### config.mk
export PLATFORM = sky130hd
export DESIGN_NAME = dec_cascade
export DESIGN_NICKNAME = d
export VERILOG_FILES = /design/src/rtl/dec_pkg.sv /design/src/rtl/dec_enable_gate.sv /design/src/rtl/dec_line_array.sv /design/src/rtl/dec_slice.sv /design/src/rtl/dec_cascade.sv
export SDC_FILE = /design/constraint.sdc
export NUM_CORES = 1
export LEC_CHECK = 0
export CAP_MARGIN = 10
export CORE_AREA = 2 2 39 41
export DETAILED_ROUTE_END_ITERATION = 10
export DIE_AREA = 0 0 41 43
export SYNTH_ARGS = -nofsm -noshare
export SYNTH_HDL_FRONTEND = slang
export SYNTH_SLANG_ARGS = --single-unit
### constraint.sdc
create_clock -name vclk -period 1.6
set_input_delay 0.32 -clock vclk [all_inputs]
set_output_delay 0.32 -clock vclk [all_outputs]
set_load 0.05 [all_outputs]
### src/rtl/dec_pkg.sv
package dec_pkg;
  localparam int SLICE_AW = 3;
  localparam int SLICE_OW = 1 << SLICE_AW;
  localparam int SLICE_HI = 1;
  localparam int SLICE_LO = 2;
  typedef logic [SLICE_OW-1:0] slice_lines_t;
endpackage

### src/rtl/dec_enable_gate.sv
module dec_enable_gate #(
  parameter int NUM_HI = 1,
  parameter int NUM_LO = 2
) (
  input  logic [NUM_HI-1:0] hi_i,
  input  logic [NUM_LO-1:0] lo_n_i,
  output logic              en_o
);
  // All true-sense terms high and all inverted terms low.
  always_comb begin
    en_o = (&hi_i) & ~(|lo_n_i);
  end
endmodule

### src/rtl/dec_line_array.sv
module dec_line_array #(
  parameter int AW = 3,
  localparam int OW = 1 << AW
) (
  input  logic [AW-1:0] addr_i,
  input  logic          en_i,
  output logic [OW-1:0] y_n_o
);
  // One comparator per output line: low only for the matching minterm.
  for (genvar g = 0; g < OW; g++) begin : g_line
    assign y_n_o[g] = ~(en_i & (addr_i == AW'(g)));
  end
endmodule

### src/rtl/dec_slice.sv
module dec_slice
  import dec_pkg::*;
(
  input  logic [SLICE_AW-1:0] addr_i,
  input  logic                en_hi_i,
  input  logic                en_lo_a_n_i,
  input  logic                en_lo_b_n_i,
  output slice_lines_t        y_n_o
);
  logic slice_en;

  dec_enable_gate #(
    .NUM_HI (SLICE_HI),
    .NUM_LO (SLICE_LO)
  ) u_gate (
    .hi_i   (en_hi_i),
    .lo_n_i ({en_lo_b_n_i, en_lo_a_n_i}),
    .en_o   (slice_en)
  );

  dec_line_array #(
    .AW (SLICE_AW)
  ) u_lines (
    .addr_i (addr_i),
    .en_i   (slice_en),
    .y_n_o  (y_n_o)
  );
endmodule

### src/rtl/dec_cascade.sv
module dec_cascade
  import dec_pkg::*;
#(
  parameter int ADDR_W = 4,
  localparam int OUT_W = 1 << ADDR_W,
  localparam int UPPER_W = ADDR_W - SLICE_AW,
  localparam int NUM_SLICES = 1 << UPPER_W
) (
  input  logic [ADDR_W-1:0] addr_i,
  input  logic              en_n_i,
  output logic [OUT_W-1:0]  y_n_o
);
  logic [UPPER_W-1:0]  upper;
  logic [SLICE_AW-1:0] lower;

  assign upper = addr_i[ADDR_W-1:SLICE_AW];
  assign lower = addr_i[SLICE_AW-1:0];

  for (genvar s = 0; s < NUM_SLICES; s++) begin : g_slice
    logic sel_hi;
    logic sel_lo_n;

    if (NUM_SLICES == 2) begin : g_pair
      // Two slices: the select bit feeds opposite-polarity enables.
      if (s == 0) begin : g_low
        assign sel_hi   = 1'b1;
        assign sel_lo_n = upper[0];
      end else begin : g_high
        assign sel_hi   = upper[0];
        assign sel_lo_n = 1'b0;
      end
    end else begin : g_multi
      assign sel_hi   = (upper == UPPER_W'(s));
      assign sel_lo_n = 1'b0;
    end

    dec_slice u_slice (
      .addr_i      (lower),
      .en_hi_i     (sel_hi),
      .en_lo_a_n_i (sel_lo_n),
      .en_lo_b_n_i (en_n_i),
      .y_n_o       (y_n_o[s*SLICE_OW +: SLICE_OW])
    );
  end
endmodule

# After elaboration in Yosys (flattened, before gate mapping)
# Cells that the tools add are included.
[op_classes]
n_eq_ne = 7
bitwise = 35
n_reduce_logical = 2
[op_table]
columns = ["operator", "n"]
rows = [
  ["inverter 1 bit", 18],
  ["bitwise AND 1 bit", 17],
  ["equality test 3 bit, second input constant", 4],
  ["equality test 3 x 2 -> 1 bit, second input constant", 2],
  ["equality test 3 x 1 -> 1 bit, second input constant", 1],
  ["zero test 3 bit", 1],
  ["OR reduction 2 bit", 1],
]
[word_totals]
reg_bits = 0
input_bits = 5
output_inout_bits = 16
elab_cells = 44

# Depth between registers and ports, before layout
# Gate-level depths: netlist (run 1).
[depth]
depth_word = 4
mapped_depth = 2
ltp_nobuf = 2

# Hierarchy
# Synthesis (run 1) repeated with hierarchy kept, for this count alone.
[hier_totals]
cells_unflattened = 20
hier_area_um2 = 185.2
[by_module_without_submodules]
columns = ["module", "instances", "cells_per_inst", "area_each_um2", "seq_area_each_um2"]
rows = [
  ["dec_line_array", 2, 8, 76.3, 0.0],
  ["dec_enable_gate", 2, 1, 12.5, 0.0],
  ["dec_cascade", 1, 2, 7.5, 0.0],
]

# Worst setup path before layout (run 1)
# No wires, ideal clock.
[synth_timing]
kind = "in2out"
start = "in addr_i[2]"
end = "out y_n_o[11]"
arrival_time_ns = 0.989
required_ns = 1.280
setup_slack_ns = 0.291
path_stages = 2
n_path_buf = 0
cell_sequence = "nor3b_2 -> nand3_1"
[synth_via]
elab_chain_cells = 3
[synth_rtl]
columns = ["element", "line", "rtl"]
rows = [
  ["start: declaration", "dec_cascade.sv:9", "input logic [ADDR_W-1:0] addr_i,"],
  ["equality test 3 x 2 -> 1 bit", "dec_line_array.sv:11", "assign y_n_o[g] = ~(en_i & (addr_i == AW'(g)));"],
  ["bitwise AND 1 bit", "dec_line_array.sv:11", ""],
  ["inverter 1 bit", "dec_line_array.sv:11", ""],
  ["end: declaration", "dec_cascade.sv:11", "output logic [OUT_W-1:0] y_n_o"],
]
# Every way passes these cells.

# Worst setup path after layout (run 1)
[layout_timing]
start = "in en_n_i"
end = "out y_n_o[15]"
[layout_via]
elab_chain_cells = 4
[layout_rtl]
columns = ["element", "line", "rtl"]
rows = [
  ["start: declaration", "dec_cascade.sv:10", "input logic en_n_i,"],
  ["inverter 1 bit", "dec_enable_gate.sv:11", "en_o = (&hi_i) & ~(|lo_n_i);"],
  ["bitwise AND 1 bit", "dec_enable_gate.sv:11", ""],
  ["bitwise AND 1 bit", "dec_line_array.sv:11", ""],
  ["inverter 1 bit", "dec_line_array.sv:11", ""],
]
# Every way passes these cells.

==> flow_summary.json, run 1 <==
{
  "wl_per_cell_um": 8.967,
  "seq_area_sq_um": 0,
  "use_met2_pct": 13.13,
  "cap_viol_max_count": 0,
  "hold_viol_final": 0,
  "n_sequential_cell": 0,
  "clock_buffers": 0,
  "rsz0062_at_grt": "false",
  "initial_core_util_pct": 9.313,
  "syn2layout_area_growth_pct": 228.2,
  "track_usage_pct": 6.194,
  "cp-startpoint": "en_n_i",
  "overflow": 0,
  "setup_violations": 0,
  "crit_type": "primary input to primary output",
  "cp_top_family": "simple AND/OR/NAND/NOR gates",
  "slew_headroom_pct": 85.01,
  "cp.depth": 4,
  "hold_path_depth": 4,
  "die_h_um": 43,
  "syn_area_sq_um": 128.9,
  "use_met1_pct": 6.329,
  "grt_max_degree": 8,
  "drive_above_1_share_pct": 55.56,
  "fin_nets": 52,
  "syn_area_per_cell_sq_um": 5.603,
  "end_kind": "primary output",
  "layout_common_cells": "12 x nand2_1, 10 x buf_4, 7 x buf_12, 4 x nand3_1",
  "first_iter_violations": 1,
  "start_kind": "primary input",
  "min_from": "addr_i[3]",
  "hpwl_um": 501.6,
  "layout_commonest_cell": "nand2_1",
  "max_clock_freq_mhz": 663.5,
  "syn-num-nets": 28,
  "p_total_uw": 83.29,
  "period_share_pct": 94.20,
  "netSwitchingPower_uw": 50.18,
  "grt.met3_usage_pct": 0,
  "fp.dieW_um": 41,
  "fp-row-count": 14,
  "arrival_ns": 1.19,
  "post-place-ws_ns": -0.2197,
  "drt-total-wl_um": 547,
  "dr.pass1.iters": 2,
  "power_density_mw_per_mm2": 196.9,
  "intPower_uw": 33.11,
  "hold-path-endpoint": "y_n_o[5]",
  "p_clk_share_pct": 0,
  "dieArea_sq_mm": 0.001763,
  "path_cells": "clkdlybuf4s15_2, and3b_2, nand3_1, buf_12",
  "antenna_cells": 0,
  "dp_cells": 61,
  "drv_slew": 0,
  "drtAntennaViolNets": 0,
  "ioPinCount": 21,
  "peakVddDrop_uv": 35.71,
  "path_max_fanout": 4,
  "tightest_slew_ns": 0.2247,
  "critical_path_buf_inv_count": 2,
  "p_leak_uw": 0.0001790,
  "busiest_layer": "met2",
  "drc": 0,
  "fillers": 150,
  "port_buffers": 21,
  "cp_slowest_cell": "and3b_2",
  "place.gp.congestion": 0.6306,
  "outcome": "finished, final reports clean",
  "grt_pass1_vias": 202,
  "yosys_warnings": 0,
  "setup_slack_ns": 0.09276,
  "synthCells": 23,
  "antenna_found_initial": 0,
  "ys_seq_area_share_pct": 0,
  "synth.distinct_cells": 8,
  "switching_share_pct": 60.24,
  "worstPathRequired_ns": 1.28,
  "period_needed_ns": 1.507,
  "grt_pass1_wl_um": 821,
  "ctsHoldBuffers": 0,
  "seq_power_share_pct": 0,
  "p_comb_share_pct": 100.0,
  "hp-class": "primary input to primary output",
  "dr_total_vias": 239,
  "vias_per_cell": 3.918,
  "final-instance-count-excl-fill": 61,
  "core_sq_mm": 0.001384,
  "slowest_delay_ns": 0.31
}
[cells by family (layout without fill, tap and decap cells)]
family | Yosys count | after routing | synth area share, %
and+or+nand+nor | 23 | 23 | 100.0
buffers and inverters | 0 | 22 | 0
[power by group through the flow]
stage / clock network, uW / logic, uW / registers [uW]
3_3_place_gp: 0 / 81.8 / 0
4_1_cts: 0 / 84.6 / 0
6_report: 0 / 83.3 / 0
2_1_floorplan: 0 / 39.0 / 0
5_1_grt: 0 / 88.3 / 0
3_5_place_dp: 0 / 82.2 / 0
[synthesized netlist by cell type (all sizes together)]
library cell   n  area [sq um]
and2b          1         7.510
nor3b          2         25.02
nor2           1         3.750
nand2         12         45.04
nor2b          1         8.760
and3b          1         8.760
nand3          4         20.02
nor3           1         10.01
[cell type report]
class	instances	area, sq um	area share (%)
repair buffers	22	254.0	60.06
well taps	16	20.02	4.734
multi-input cells	23	148.9	35.21
[metrics by stage]
step                      area [sq um]  hold slack, ns  setup TNS (ns)  util, %
after floorplan                  128.9          0.9958               0        -
after global placement           414.1           1.442          -2.744    29.93
after detailed placement         414.1           1.453          -2.875    29.93
after CTS                        430.4           1.224               0    31.10
after global routing             422.9           1.139               0    30.56
final                            422.9           1.110               0    30.56
[how the worst max path moves through the flow]
stage,end,slack [ns]
after floorplan,y_n_o[11],0.29
after global placement,y_n_o[11],-0.22
after detailed placement,y_n_o[11],-0.22
after CTS,y_n_o[11],0.004
after global routing,y_n_o[14],0.06
final,y_n_o[15],0.09
[what timing repair did]
action	4_1_cts	5_1_grt
gates resized for setup	11	4
setup endpoints to repair	16	9
endpoints found under the hold margin	0	0
buffers inserted	0	0
[metal layers]
layer / wire, um / up-vias
li1: - / 123
met1: 185 / 106
met2: 318 / 10
met3: 43 / 0
met4: 0 / 0
met5: 0 / -
Note: power is estimated with default switching activity, not from simulation.
==> run 2: changes to the inputs <==
==> constraint.sdc (replaced) <==
create_clock -name vclk -period 1.6
set_input_delay 0.48 -clock vclk [all_inputs]
set_output_delay 0.48 -clock vclk [all_outputs]
set_load 0.05 [all_outputs]
==> run 2 against run 1 <==
The run now ends with setup timing left. Setup slack got worse by 0.17 ns. Wire length increased by 24%. Die area unchanged. Final area increased by 32%. Largest power group unchanged. Highest routed layer unchanged.
==> flow_summary.json, run 2 (synthesized netlist as in run 1, its figures left out) <==
{
  "fillers": 137,
  "min_from": "addr_i[3]",
  "setup_violations": 16,
  "crit_type": "primary input to primary output",
  "fin_util_pct": 40.42,
  "p_comb_share_pct": 100.0,
  "fp-row-count": 14,
  "clock_buffers": 0,
  "fin_nets": 53,
  "n_sequential_cell": 0,
  "place.gp.congestion": 0.6875,
  "hold_path_depth": 4,
  "grt_pass1_wl_mm": 1.021,
  "dr.pass1.iters": 1,
  "setup_slack_ns": -0.07688,
  "initial_core_util_pct": 9.313,
  "final-instance-count-excl-fill": 62,
  "hpwl_um": 519.3,
  "hold_slack_ns": 1.305,
  "arrival_ns": 1.20,
  "placed_area_sq_um": 466.7,
  "drt-met1-wl_um": 268,
  "seq_power_share_pct": 0,
  "topRoutingLayerUsed": "met3",
  "drc": 0,
  "hp-class": "primary input to primary output",
  "drive_above_1_share_pct": 91.30,
  "track_usage_pct": 7.992,
  "path_cells": "buf_8, nor3_4, nand3_2, buf_8",
  "path_max_fanout": 4,
  "drt-total-wl_um": 677,
  "slew_headroom_pct": 79.08,
  "grt_max_degree": 6,
  "drv_slew": 0,
  "hold-path-endpoint": "y_n_o[5]",
  "power_density_mw_per_mm2": 194.1,
  "grt_pass1_vias": 230,
  "dieArea_sq_mm": 0.001763,
  "dp_cells": 62,
  "die_h_um": 43,
  "worstPathRequired_ns": 1.12,
  "antenna_found_initial": 0,
  "fp.dieW_um": 41,
  "vias_per_cell": 4.065,
  "postCtsSetupRepairBufs": 0,
  "seq_area_sq_um": 0,
  "violations": "setup timing",
  "wl_met3_um": 45,
  "hold_viol_final": 0,
  "crit_top_cell": "buf_8",
  "cap_viol_max_count": 0,
  "period_needed_ns": 1.677,
  "core_sq_mm": 0.001384,
  "overflow": 0,
  "syn2layout_area_growth_pct": 334.0,
  "ctsHoldBuffers": 0,
  "intPower_uw": 49.77,
  "max_clock_freq_mhz": 596.3,
  "tightest_slew_ns": 0.3129,
  "start_kind": "primary input",
  "switching_share_pct": 54.15,
  "cp_slowest_cell": "nor3_4",
  "ioPinCount": 21,
  "first_iter_violations": 0,
  "stdcell_area_sq_um": 559.3,
  "netSwitchingPower_uw": 58.77,
  "slowest_delay_ns": 0.31,
  "port_buffers": 21,
  "wl_per_cell_um": 10.92,
  "outcome": "finished, violations left",
  "drtAntennaViolNets": 0,
  "end_kind": "primary output",
  "post-place-ws_ns": -0.5948,
  "p_leak_uw": 0.0002324,
  "layout_commonest_cell": "buf_12",
  "dr_wl_met2_um": 363,
  "peakVddDrop_uv": 89.79,
  "antenna_cells": 0,
  "dr_total_vias": 252,
  "p_clk_share_pct": 0,
  "period_share_pct": 104.8,
  "rsz0062_at_grt": "true",
  "layout_common_cells": "10 x buf_12, 8 x nand2_2, 5 x buf_6"
}
## run 2: repair_timing
action | 4_1_cts | 5_1_grt
pin swaps | 12 | 9
endpoints found under the setup margin | 16 | 16
gates resized for setup | 53 | 2
## run 2: worst max path at each step
stage,start,to,cells after the start
global route,addr_i[3],y_n_o[4],4
CTS,addr_i[3],y_n_o[3],4
global placement,addr_i[3],y_n_o[9],4
detailed placement,addr_i[3],y_n_o[9],4
finish,addr_i[3],y_n_o[3],4
floorplan,en_n_i,y_n_o[5],2
## run 2: area by class of cell
class              instances  area, sq um  area share [%]
multi-input cells         23        197.7           35.35
well taps                 16        20.02           3.579
repair buffers            23        341.6           61.07
## run 2: worst max-delay path: cells and delay by family
kind | cells | cell delay [ns]
AND/OR/NAND/NOR | 2 | 0.43
buffers and inverters | 2 | 0.28
## run 2: per-layer routing
| layer | GRT usage (%) | vias to the layer above |
|---|---|---|
| li1 | - | 124 |
| met2 | 12.81 | 11 |
| met3 | 0 | 0 |
| met4 | 0 | 0 |
| met1 | 12.34 | 117 |
| met5 | 0 | - |
## run 2: metrics by stage
step	power, uW	TNS, ns
floorplan	40.32	0
finish	108.5	-0.5256
detailed placement	90.17	-8.529
global route	114.3	-1.218
CTS	107.9	-0.6920
global placement	89.54	-8.217
## run 2: power groups by stage
stage               combinational [uW]  clock [uW]  sequential (uW)
finish                             109           0                0
floorplan                         40.3           0                0
global route                       114           0                0
detailed placement                90.2           0                0
CTS                                108           0                0
global placement                  89.5           0                0
==> run 3: changes to the inputs <==
--- a/config.mk
+++ b/config.mk
@@ -9,6 +9,7 @@
 export CORE_AREA = 2 2 39 41
 export DETAILED_ROUTE_END_ITERATION = 10
 export DIE_AREA = 0 0 41 43
+export GPL_TIMING_DRIVEN = 1
 export SYNTH_ARGS = -nofsm -noshare
 export SYNTH_HDL_FRONTEND = slang
 export SYNTH_SLANG_ARGS = --single-unit
==> results of run 3 <==
Final layout, timing and power as in run 2 (identical DEF).
